[src/rtl/fault_arb_pkg.sv]
package fault_arb_pkg;
  localparam int NUM_W = 4;
  localparam int NCLS  = 3;
  localparam logic [NUM_W-1:0] EXC_NONE  = 4'd0;
  localparam logic [NUM_W-1:0] EXC_HARD  = 4'd3;
  localparam logic [NUM_W-1:0] EXC_MEM   = 4'd4;
  localparam logic [NUM_W-1:0] EXC_BUS   = 4'd5;
  localparam logic [NUM_W-1:0] EXC_USAGE = 4'd6;
  localparam logic [NUM_W-1:0] EXC_BASE  = EXC_MEM;
endpackage

[src/rtl/fault_class_eval.sv]
module fault_class_eval #(
  parameter int PRI_W = 8
) (
  input  logic             hit,
  input  logic             en,
  input  logic [PRI_W-1:0] pri,
  input  logic [PRI_W-1:0] cur_pri,
  input  logic             in_handler,
  output logic             take,
  output logic             escalate
);
  logic can_preempt;

  always_comb begin
    can_preempt = !in_handler || (pri < cur_pri);
    take        = hit && en && can_preempt;
    escalate    = hit && !(en && can_preempt);
  end
endmodule

[src/rtl/fault_pick.sv]
module fault_pick #(
  parameter int PRI_W = 8,
  parameter int N     = 3
) (
  input  logic [N-1:0]       req,
  input  logic [N*PRI_W-1:0] pri_flat,
  output logic               any,
  output logic [$clog2(N)-1:0] idx
);
  localparam int IW = $clog2(N);
  logic [PRI_W-1:0] best;

  always_comb begin
    any  = 1'b0;
    idx  = '0;
    best = '1;
    for (int i = 0; i < N; i++) begin
      // strict compare keeps the lower index on a tie
      if (req[i] && (!any || (pri_flat[i*PRI_W +: PRI_W] < best))) begin
        any  = 1'b1;
        idx  = IW'(i);
        best = pri_flat[i*PRI_W +: PRI_W];
      end
    end
  end
endmodule

[src/rtl/fault_pend.sv]
module fault_pend (
  input  logic clk,
  input  logic rst,
  input  logic imprecise,
  input  logic en_bus,
  input  logic take_bus,
  input  logic take_hard,
  output logic pend_bus,
  output logic pend_hard
);
  always_ff @(posedge clk) begin
    if (rst) begin
      pend_bus  <= 1'b0;
      pend_hard <= 1'b0;
    end else begin
      if (imprecise && en_bus)       pend_bus <= 1'b1;
      else if (take_bus)             pend_bus <= 1'b0;
      if (imprecise && !en_bus)      pend_hard <= 1'b1;
      else if (take_hard)            pend_hard <= 1'b0;
    end
  end

  AST_BUS_PEND_SOURCE: assert property (@(posedge clk) disable iff (rst)
    $rose(pend_bus) |-> $past(imprecise && en_bus));
  AST_HARD_PEND_SOURCE: assert property (@(posedge clk) disable iff (rst)
    $rose(pend_hard) |-> $past(imprecise && !en_bus));
endmodule

[src/rtl/fault_arbiter.sv]
module fault_arbiter
  import fault_arb_pkg::*;
#(
  parameter int PRI_W = 8
) (
  input  logic             clk,
  input  logic             rst,
  input  logic             flt_mem,
  input  logic             flt_bus_prec,
  input  logic             flt_bus_imprec,
  input  logic             flt_usage,
  input  logic             flt_vector,
  input  logic             flt_stack_bus,
  input  logic             en_mem,
  input  logic             en_bus,
  input  logic             en_usage,
  input  logic [PRI_W-1:0] pri_mem,
  input  logic [PRI_W-1:0] pri_bus,
  input  logic [PRI_W-1:0] pri_usage,
  input  logic [PRI_W-1:0] cur_pri,
  input  logic             in_handler,
  input  logic             nmi_active,
  input  logic             hf_active,
  output logic             exc_valid,
  output logic [3:0]       exc_num,
  output logic             exc_forced,
  output logic             lockup,
  output logic             pend_bus,
  output logic             pend_hard
);
  localparam int IW = $clog2(NCLS);

  logic [NCLS-1:0]       hit_v, en_v, take_v, esc_v;
  logic [NCLS*PRI_W-1:0] pri_flat;
  logic                  pick_any;
  logic [IW-1:0]         pick_idx;

  assign hit_v    = {flt_usage, flt_bus_prec, flt_mem};
  assign en_v     = {en_usage, en_bus, en_mem};
  assign pri_flat = {pri_usage, pri_bus, pri_mem};

  generate
    for (genvar g = 0; g < NCLS; g++) begin : g_cls
      fault_class_eval #(.PRI_W(PRI_W)) u_eval (
        .hit        (hit_v[g]),
        .en         (en_v[g]),
        .pri        (pri_flat[g*PRI_W +: PRI_W]),
        .cur_pri    (cur_pri),
        .in_handler (in_handler),
        .take       (take_v[g]),
        .escalate   (esc_v[g])
      );
    end
  endgenerate

  fault_pick #(.PRI_W(PRI_W), .N(NCLS)) u_pick (
    .req      (take_v),
    .pri_flat (pri_flat),
    .any      (pick_any),
    .idx      (pick_idx)
  );

  logic             sync_any, blocked, bus_ok;
  logic             valid_d, forced_d, lock_d, take_bus_d, take_hard_d;
  logic [NUM_W-1:0] num_d;

  always_comb begin
    sync_any    = (|hit_v) || flt_vector;
    blocked     = nmi_active || hf_active;
    bus_ok      = en_bus && (!in_handler || (pri_bus < cur_pri));
    valid_d     = 1'b0;
    forced_d    = 1'b0;
    lock_d      = 1'b0;
    take_bus_d  = 1'b0;
    take_hard_d = 1'b0;
    num_d       = EXC_NONE;
    if (blocked && sync_any) begin
      lock_d = 1'b1;
    end else if (flt_vector || (|esc_v)) begin
      valid_d  = 1'b1;
      num_d    = EXC_HARD;
      forced_d = |esc_v;
    end else if (flt_stack_bus) begin
      valid_d = 1'b1;
      num_d   = EXC_BUS;
    end else if (pick_any) begin
      valid_d = 1'b1;
      num_d   = EXC_BASE + NUM_W'(pick_idx);
    end else if (!blocked && pend_hard) begin
      valid_d     = 1'b1;
      num_d       = EXC_HARD;
      forced_d    = 1'b1;
      take_hard_d = 1'b1;
    end else if (!blocked && pend_bus && bus_ok) begin
      valid_d    = 1'b1;
      num_d      = EXC_BUS;
      take_bus_d = 1'b1;
    end
  end

  fault_pend u_pend (
    .clk       (clk),
    .rst       (rst),
    .imprecise (flt_bus_imprec),
    .en_bus    (en_bus),
    .take_bus  (take_bus_d),
    .take_hard (take_hard_d),
    .pend_bus  (pend_bus),
    .pend_hard (pend_hard)
  );

  always_ff @(posedge clk) begin
    if (rst) begin
      exc_valid  <= 1'b0;
      exc_num    <= EXC_NONE;
      exc_forced <= 1'b0;
      lockup     <= 1'b0;
    end else begin
      exc_valid  <= valid_d;
      exc_num    <= num_d;
      exc_forced <= forced_d;
      lockup     <= lock_d;
    end
  end

  AST_FORCED_IS_HARD: assert property (@(posedge clk) disable iff (rst)
    (exc_valid && exc_forced) |-> (exc_num == EXC_HARD));
  AST_LOCK_NO_SELECT: assert property (@(posedge clk) disable iff (rst)
    lockup |-> !exc_valid);
  AST_LOCK_NEEDS_ACTIVE: assert property (@(posedge clk) disable iff (rst)
    lockup |-> $past(nmi_active || hf_active));
  AST_BUS_PEND_TAKEN: assert property (@(posedge clk) disable iff (rst)
    (!$past(rst) && $fell(pend_bus)) |-> (exc_valid && exc_num == EXC_BUS && !exc_forced));
  AST_HARD_PEND_TAKEN: assert property (@(posedge clk) disable iff (rst)
    (!$past(rst) && $fell(pend_hard)) |-> (exc_valid && exc_num == EXC_HARD && exc_forced));
  AST_NUM_IDLE_ZERO: assert property (@(posedge clk) disable iff (rst)
    !exc_valid |-> (exc_num == EXC_NONE && !exc_forced));
endmodule

[config.mk]
export PLATFORM = sky130hd
export DESIGN_NAME = fault_arbiter
export DESIGN_NICKNAME = d
export VERILOG_FILES = /design/src/rtl/fault_arb_pkg.sv /design/src/rtl/fault_class_eval.sv /design/src/rtl/fault_pick.sv /design/src/rtl/fault_pend.sv /design/src/rtl/fault_arbiter.sv
export SDC_FILE = /design/constraint.sdc
export NUM_CORES = 1
export LEC_CHECK = 0
export BUFFER_PORTS_ARGS = -buffer_cell sky130_fd_sc_hd__buf_2
export CAP_MARGIN = 40
export CORE_MARGIN = 2
export CORE_UTILIZATION = 44
export DETAILED_ROUTE_END_ITERATION = 6
export PLACE_DENSITY = 0.75
export SYNTH_ARGS = -nofsm -noshare
export SYNTH_HDL_FRONTEND = slang
export SYNTH_SLANG_ARGS = --single-unit
[constraint.sdc]
create_clock -name clk -period 4.06 [get_ports clk]
set_input_delay 0 -clock clk [delete_from_list [all_inputs] [get_ports clk]]
set_output_delay 0 -clock clk [all_outputs]
set_load 0.05 [all_outputs]
After elaboration in Yosys (flattened, before gate mapping) --
Cells that the tools add are included.
Word-level totals: logic and storage cells 90, bits in registers 9, output and inout bits 9, bits of input ports 46
Operators by class: $lt $le $gt $ge 5, $add $sub $neg 1, muxes and demuxes 33, reductions and logical operators 43
Operators by type and width (count):
- 8-bit < comparator | 5
- 1-bit 2-to-1 mux | 25
- 1-bit logical AND | 20
- 8-bit 2-to-1 mux | 2
- 3-bit 2-to-1 mux | 3
- 3-bit OR reduction | 3
- 1-bit zero test | 8
- 1-bit logical OR | 8
- 3-bit by 2-bit adder with 4-bit output (first input constant) | 1
- 2-bit 2-to-1 mux | 2
- 4-bit 2-to-1 mux | 1
- 2-bit nonzero test | 2
- 4-bit OR reduction | 1
- 2-bit OR reduction | 1

Depth between registers and ports, before layout --
Gate-level depths: netlist of run 1.
depth after elaboration 18, depth in mapped cells 22, mapped depth without buffers 20

Modules after synthesis --
A second synthesis of run 1 with hierarchy kept.
Unflattened totals: cell total of the unflattened synthesis 229, area, all modules 1845.5 um2
By module, submodules not included:
- fault_class_eval | cells an instance 30, area each 246.5 um2, times used 3
- fault_pick | cells an instance 74, area each 569.3 um2, times used 1
- fault_arbiter | cells an instance 57, area each 460.4 um2, times used 1
- fault_pend | cells an instance 8, area each 76.3 um2, times used 1

Least setup slack after synthesis of run 1 --
OpenSTA, ideal clock, no wires.
path type input to register, start point input cur_pri[1], end point register exc_num[0], path slack 0.188 ns, required time 3.929 ns, arrival time 3.741 ns, setup time 0.131 ns, cell stages on the path 20, cells stage by stage inv_1 ha_1 a2111oi_2 nor4_1 or3_1 buf_2 nor2_1 ha_1 nor2_1 a211oi_1 a21oi_1 o21ai_1 clkbuf_1 o21ai_0 ha_1 a21o_1 a221o_1 a211oi_1 o21a_1 o22ai_1
On the way: cells in the longest elaborated chain, start to end 16, elaborated cells on any way between the ends 42, those cells by class add/sub (1); order compare (5); mux (12); reduce/logical (24)
Ends and longest elaborated chain:
- start: declaration | RTL line fault_arbiter.sv:20 | input logic [PRI_W-1:0] cur_pri,
- 8-bit < comparator | RTL line fault_class_eval.sv:15 | can_preempt = !in_handler || (pri < cur_pri);
- 1-bit logical OR | RTL line fault_class_eval.sv:15
- 1-bit logical AND | RTL line fault_class_eval.sv:16 | take = hit && en && can_preempt;
- 8-bit 2-to-1 mux or 1-bit 2-to-1 mux (tied branches) | RTL line fault_pick.sv:19 | if (req[i] && (!any || (pri_flat[i*PRI_W +: PRI_W] < best))) begin
- 8-bit < comparator or 1-bit zero test (tied branches) | RTL line fault_pick.sv:19
- 1-bit logical OR | RTL line fault_pick.sv:19
- 1-bit logical AND | RTL line fault_pick.sv:19
- 8-bit 2-to-1 mux or 1-bit 2-to-1 mux (tied branches) | RTL line fault_pick.sv:19
- 8-bit < comparator or 1-bit zero test (tied branches) | RTL line fault_pick.sv:19
- 1-bit logical OR | RTL line fault_pick.sv:19
- 1-bit logical AND | RTL line fault_pick.sv:19
- 2-bit 2-to-1 mux | RTL line fault_pick.sv:19
- 3-bit by 2-bit adder with 4-bit output | RTL line fault_arbiter.sv:88 | num_d = EXC_BASE + NUM_W'(pick_idx);
- 4-bit 2-to-1 mux | RTL line fault_arbiter.sv:86 | end else if (pick_any) begin
- 3-bit 2-to-1 mux | RTL line fault_arbiter.sv:83 | end else if (flt_stack_bus) begin
- 2-bit 2-to-1 mux * | RTL line fault_arbiter.sv:79 | end else if (flt_vector || (|esc_v)) begin
- end signal: assignment | RTL line fault_arbiter.sv:120 | exc_num <= num_d;
- end: declaration | RTL line fault_arbiter.sv:25 | output logic [3:0] exc_num,
Mark *: on every way between the ends. The rest lies on a longest branch, timed or not. A chain may end at the register's enable or synchronous reset.

Worst setup path after layout of run 1 --
Ends and elaborated chain as after synthesis.

==> qor.yml, run 1 <==
sta:
  setup_viol: 0
  hold_viol_final: 0
  fin_crit_sh: 0.931
  period_needed_ps: 3780
  max_freq_mhz: 265
  clock_skew_ps: 5.37
  maxSlewViolCount: 0
  rsz0062_at_grt: "false"
  fin_ws_ps: 281
critical_path:
  cpPeakStageDelay_ps: 470
  r2r_cells: 5
  cp-endpoint: "exc_num[0]"
  cpMostUsedCell: "ha_1"
  r2r_slack_ps: 2720
  cp-end-kind: "register"
  crit_start: "cur_pri[1]"
  crit_type: "primary input to register"
  r2r_end: "exc_num[0]"
  worstPathCellList: "buf_2 -> inv_1 -> ha_1 -> a2111oi_2 -> nor4_2 -> or3_4 -> nor2_1 -> ha_1 -> a21oi_1 -> o21ai_0 -> a21oi_2 -> o21ai_2 -> buf_4 -> nand2_1 -> o21ai_0 -> ha_1 -> a21o_1 -> a221o_1 -> a211oi_1 -> o21a_1 -> o22ai_1"
  cp-start-kind: "primary input"
  cp_num_buf_inv: 3
  critical_path.top_delay_family: "compound AO/OA/AOI/OAI gates"
  cp.arrival_ps: 3900
  slowest_stage: "or3_4"
  path_max_fanout: 12
  path_depth: 21
  cp_data_required_time_ps: 4180
  r2r-start: "u_pend.pend_bus"
cts:
  cts_tree: "built"
  root_buffer: "clkbuf_4"
  clkSinkCount: 8
  clk_pin_slew_ps: 50
  htree_levels: 1
  clockBufferDepth: 2
  post_cts_buffers: 0
  cts_buffers: 3
  insertion_delay_ps: 250
routing:
  vias: 1655
  drc: 0
  drt-initial-drc-count: 52
  route.antenna.remaining_nets: 0
  routed_via_density: 5.48
  finalWirelength_um: 3970
  post_drt_wl_per_cell_um: 13.1
  dr.pass1.iters: 4
die:
  die_h_um: 60.2
  pin_count: 55
  start_util: 0.460
  num_rows: 20
  dieWidth_um: 60.2
  fp.coreArea_um2: 3030
  die_area_um2: 3630
grt:
  met1_usage: 0.286
  grt_busiest_layer: "met2"
  grt_pass1_vias: 1459
  grt_use_met2: 0.377
  grtUsageMet3: 0.0368
  antenna_found_initial: 0
  grt_max_degree: 12
  grt_use_total: 0.219
  overflow: 0
  grt_pass1_wl_um: 6150
power:
  irDropWorstVdd_mv: 0.130
  p_leak_nw: 1.01
  totalPowerFinal_mw: 0.342
  power_density_nw_per_um2: 180
cells_and_area:
  insertedDiodeCount: 0
  n_fill_cell: 279
  area_delta_synth_final_pct: 36.8
  drive_gt1_frac: 0.326
  instances_no_fill: 302
  num-nets-final: 341
synthesis:
  ys_warn_count: 0
  avgSynthCellArea_um2: 7.56
  synthFlopType: "dfxtp_1"
  synth-seq-cells: 8
  synthDistinctLibCells: 41
  ys_seq_area_frac: 0.115
  synthArstFlopShare: 0
  synth_top_area_share: 0.315
  synthesis.instances: 184
  synth_edf_count: 0
  synth_top_cells_by_area: "ha_1, dfxtp_1, nand2_1"
  syn_nets: 265
  synth_area_um2: 1390
  synth_area_leader_cell: "ha_1"
placement:
  dpl.hpwl_um: 3380
  dpl_worst_slack_ps: -306
  place.gp.congestion: 0.830
  port_buffers: 53
  dp.cells: 297
min_path:
  min_path_type: "primary input to register"
status:
  outcome: "complete, no violations"
job:
  max_cap_violations: 0
## worst min path at each step
stage	slack (ps)	depth (start not counted)	to	startpoint
final	7	2	exc_num[2]	flt_vector
after global routing	5	2	exc_num[2]	flt_vector
after CTS	3	2	exc_num[2]	flt_vector
after detailed placement	230	2	lockup	rst
after global placement	230	2	lockup	rst
after floorplan	70	1	u_pend.pend_bus	rst
## cells by family (layout without fill, tap and decap cells)
family	count (synthesis)	after routing	share of synthesized area
AO/OA/AOI/OAI	59	60	0.290
flip-flops	8	8	0.115
adder cells (fa/ha/maj)	35	35	0.315
buffers and inverters	14	87	0.0414
AND/OR/NAND/NOR	67	67	0.236
other	1	1	0.00270
## cells in the mapped netlist, drive strengths merged, types with 2 or more instances
cell type  number
a2111oi         3
a211oi          3
a21o            7
a21oi           8
a311oi          2
a31oi           5
and3            2
buf             2
dfxtp           8
ha             35
inv            11
nand2          20
nand2b          5
nand3           4
nand4           2
nor2           17
nor2b           3
nor3            2
nor3b           2
nor4            4
o2111ai         4
o21a            4
o21ai          15
or2             2
## power by group
group / switching (mW) / leakage [nW] / internal, mW
Sequential: 0.00170 / 0.0660 / 0.0834
Clock: 0.0265 / 0.0138 / 0.0338
Combinational: 0.112 / 0.932 / 0.0847
Total: 0.140 / 1.01 / 0.202
## metrics by stage
stage	setup TNS [ps]	utilization	instance area (µm²)	hold WS (ps)
global route	0	0.629	1900	5.45
floorplan	0	-	1390	72.1
global placement	-472	0.607	1840	231
CTS	0	0.619	1870	3.10
finish	0	0.629	1900	7.38
detailed placement	-574	0.607	1840	235
## cell type report
type	instances	area [µm²]	share of cell area
inverter	11	41.3	0.0217
tap	44	55.1	0.0289
multi-input combinational	163	1210	0.634
clock buffer	3	22.5	0.0118
timing repair buffer	73	418	0.220
sequential	8	160	0.0842
## worst register-to-register path: cells and delay by family (launching register included)
kind / cells / cell delay (ps)
AO/OA/AOI/OAI: 3 / 760
flip-flops: 1 / 350
AND/OR/NAND/NOR: 2 / 160
## routing by layer
metal,part of all wire,wire [µm],vias to the layer above
li1,-,-,856
met1,0.46,1810,726
met2,0.48,1900,65
met3,0.057,228,8
met4,0.0086,34,0
met5,0,0,-
## sequential cells by signal, summed over array words and instances, names as in the netlist
register / flops
u_pend.pend_bus: 1
exc_num: 3
lockup: 1
exc_forced: 1
exc_valid: 1
u_pend.pend_hard: 1
## placed cells by master, fill, tap and decap left out, types with 7 or more instances in the layout
cell / Yosys / routed
nand2_1: 20 / 20
a21o_1: 7 / 7
dfxtp_1: 8 / 8
o21ai_0: 14 / 12
ha_1: 35 / 35
buf_2: 1 / 53
a21oi_1: 8 / 7
buf_4: 1 / 19
nor2_1: 17 / 17
inv_1: 11 / 11
## what timing repair did
item                                    4_1_cts  5_1_grt
endpoints found under the setup margin        2        2
gates cloned                                  0        1
pin swaps                                     0        2
hold buffers                                  1        0
resized for setup                             1        7
hold endpoints to repair                      3        0
(Power assumes the default switching activity.)
==> run 2, diff against run 1 <==
Settings changed: CTS_BUF_LIST set to sky130_fd_sc_hd__clkbuf_16.
==> run 2 against run 1 <==
Routed wire length is 2.3% higher. Hold slack better by 24 ps. Critical endpoint unchanged. Non-clock buffer count unchanged. Clock power grew to 2.8 times the previous value. Clock-buffer cell count stayed put. Via count grew 0.30%. Register-to-register slack better by 40 ps. Final area grew 2.8%. Critical path type unchanged. Global-route usage grew 0.41 points.
==> qor.yml, run 2 (synthesized netlist as in run 1, its figures left out) <==
critical_path:
  worstPathCellList: "buf_2 -> inv_1 -> ha_1 -> a2111oi_2 -> nor4_2 -> or3_4 -> nor2_1 -> ha_1 -> a21oi_1 -> o21ai_0 -> a21oi_2 -> o21ai_2 -> buf_4 -> nand2_1 -> o21ai_0 -> ha_1 -> a21o_1 -> a221o_1 -> a211oi_1 -> o21a_1 -> o22ai_1"
  cp.arrival_ps: 3920  # +20 ps
  cp-end-kind: "register"
  cpPeakStageDelay_ps: 470  # about the same
  cpMostUsedCell: "ha_1"
  path_depth: 21  # unchanged
  cp-start-kind: "primary input"
  r2r_cells: 5  # unchanged
  cp_num_buf_inv: 3  # unchanged
  critical_path.top_delay_family: "compound AO/OA/AOI/OAI gates"
  slowest_stage: "or3_4"
  cp_data_required_time_ps: 4160  # -20 ps
  path_max_fanout: 12  # unchanged
  crit_type: "primary input to register"
routing:
  vias: 1660  # +0.30%
  finalWirelength_um: 4060  # +2.3%
  drt-initial-drc-count: 46  # -12%
  dr.pass1.iters: 4  # unchanged
  drc: 0  # unchanged
  post_drt_wl_per_cell_um: 13.4  # +2.3%
  routed_via_density: 5.50  # +0.30%
  route.antenna.remaining_nets: 0  # unchanged
cts:
  clkSinkCount: 8  # unchanged
  clockBufferDepth: 2  # unchanged
  root_buffer: "clkbuf_16"
  htree_levels: 1  # unchanged
  cts_buffers: 3  # unchanged
  cts_tree: "built"
  clk_pin_slew_ps: 30  # -20 ps
  insertion_delay_ps: 230  # -20 ps
  post_cts_buffers: 0  # unchanged
die:
  die_area_um2: 3630  # unchanged
  die_h_um: 60.2  # unchanged
  fp.coreArea_um2: 3030  # unchanged
  dieWidth_um: 60.2  # unchanged
  start_util: 0.460  # unchanged
  num_rows: 20  # unchanged
  pin_count: 55  # unchanged
power:
  totalPowerFinal_mw: 0.449  # +31%
  power_density_nw_per_um2: 229  # +28%
  p_leak_nw: 1.04  # +2.3%
  irDropWorstVdd_mv: 0.134  # +2.8%
grt:
  overflow: 0  # unchanged
  grt_use_total: 0.224  # +0.00408
  antenna_found_initial: 0  # unchanged
  grt_max_degree: 12  # unchanged
  grt_pass1_wl_um: 6180  # +0.46%
  grt_pass1_vias: 1477  # +1.2%
cells_and_area:
  area_delta_synth_final_pct: 40.6
  largest_register: "exc_num"
  layout_common_cells: "buf_2, ha_1, nand2_1, buf_4, nor2_1"
  insertedDiodeCount: 0  # unchanged
  n_fill_cell: 271  # -2.9%
  largest_reg_flops: 3  # unchanged
  final_common_cell: "buf_2"
  num-nets-final: 341  # unchanged
  drive_gt1_frac: 0.326  # unchanged
placement:
  dpl.hpwl_um: 3380  # unchanged
  place.gp.congestion: 0.830  # unchanged
  port_buffers: 53  # unchanged
sta:
  hold_viol_final: 0  # unchanged
  clock_skew_ps: 2.77  # -2.60 ps
  setup_viol: 0  # unchanged
  fin_crit_sh: 0.940  # +0.00936
  period_needed_ps: 3820  # +38.0 ps
  maxSlewViolCount: 0  # unchanged
  holdWs_ps: 31.7  # +24.4 ps
  max_freq_mhz: 262  # -1.0%
min_path:
  min_path_type: "primary input to register"
  whs_path_depth: 2  # unchanged
status:
  outcome: "complete, no violations"
job:
  max_cap_violations: 0  # unchanged
[run 2: path summary, 6_finish.rpt]
| path | end | slack (ps) | start |
|---|---|---|---|
| setup reg to reg | exc_num[0] | 2760 | u_pend.pend_bus |
| hold reg to reg | u_pend.pend_hard | 550 | u_pend.pend_hard |
| hold / removal | exc_num[2] | 30 | flt_vector |
| setup / recovery | exc_num[0] | 240 | cur_pri[1] |
[run 2: per-layer routing]
metal	up-vias	routed length [µm]	global-route usage
met5	-	0	0
met4	0	33	0.0540
met3	6	239	0.0455
met2	61	1920	0.377
met1	733	1870	0.289
li1	860	-	-
[run 2: area by class of cell]
type / instances / area, µm² / share of cell area
Timing Repair Buffer: 73 / 418 / 0.214
Tap cell: 44 / 55.1 / 0.0282
Sequential cell: 8 / 160 / 0.0819
Inverter: 11 / 41.3 / 0.0211
Multi-Input combinational cell: 163 / 1210 / 0.617
Clock buffer: 3 / 75.1 / 0.0384
[run 2: worst reg2reg max path: cells and delay by family, from the launching register on]
family,cells,cell delay [ps]
flip-flops,1,340
AO/OA/AOI/OAI,3,730
AND/OR/NAND/NOR,2,150
[run 2: power breakdown]
part	total (mW)	internal, mW	switching (mW)
clock	0.166	0.127	0.0387
sequential	0.0858	0.0838	0.00196
combinational	0.197	0.0848	0.113
[run 2: per-stage QoR]
stage | utilization | cells | worst slack [ps] | setup TNS (ps) | area (µm²)
floorplan | - | 184 | 188 | 0 | 1390
global placement | 0.607 | 297 | -268 | -472 | 1840
detailed placement | 0.607 | 297 | -306 | -574 | 1840
CTS | 0.636 | 301 | 44.7 | 0 | 1930
global route | 0.646 | 302 | -42.0 | -45.4 | 1960
finish | 0.646 | 302 | 243 | 0 | 1960
[run 2: timing repair]
| action | in CTS | in global routing |
|---|---|---|
| endpoints found under the hold margin | 3 | 0 |
| hold buffers | 1 | 0 |
| resized for setup | 1 | 7 |
| pin swaps | 0 | 2 |
| endpoints found under the setup margin | 2 | 2 |
| gates cloned | 0 | 1 |
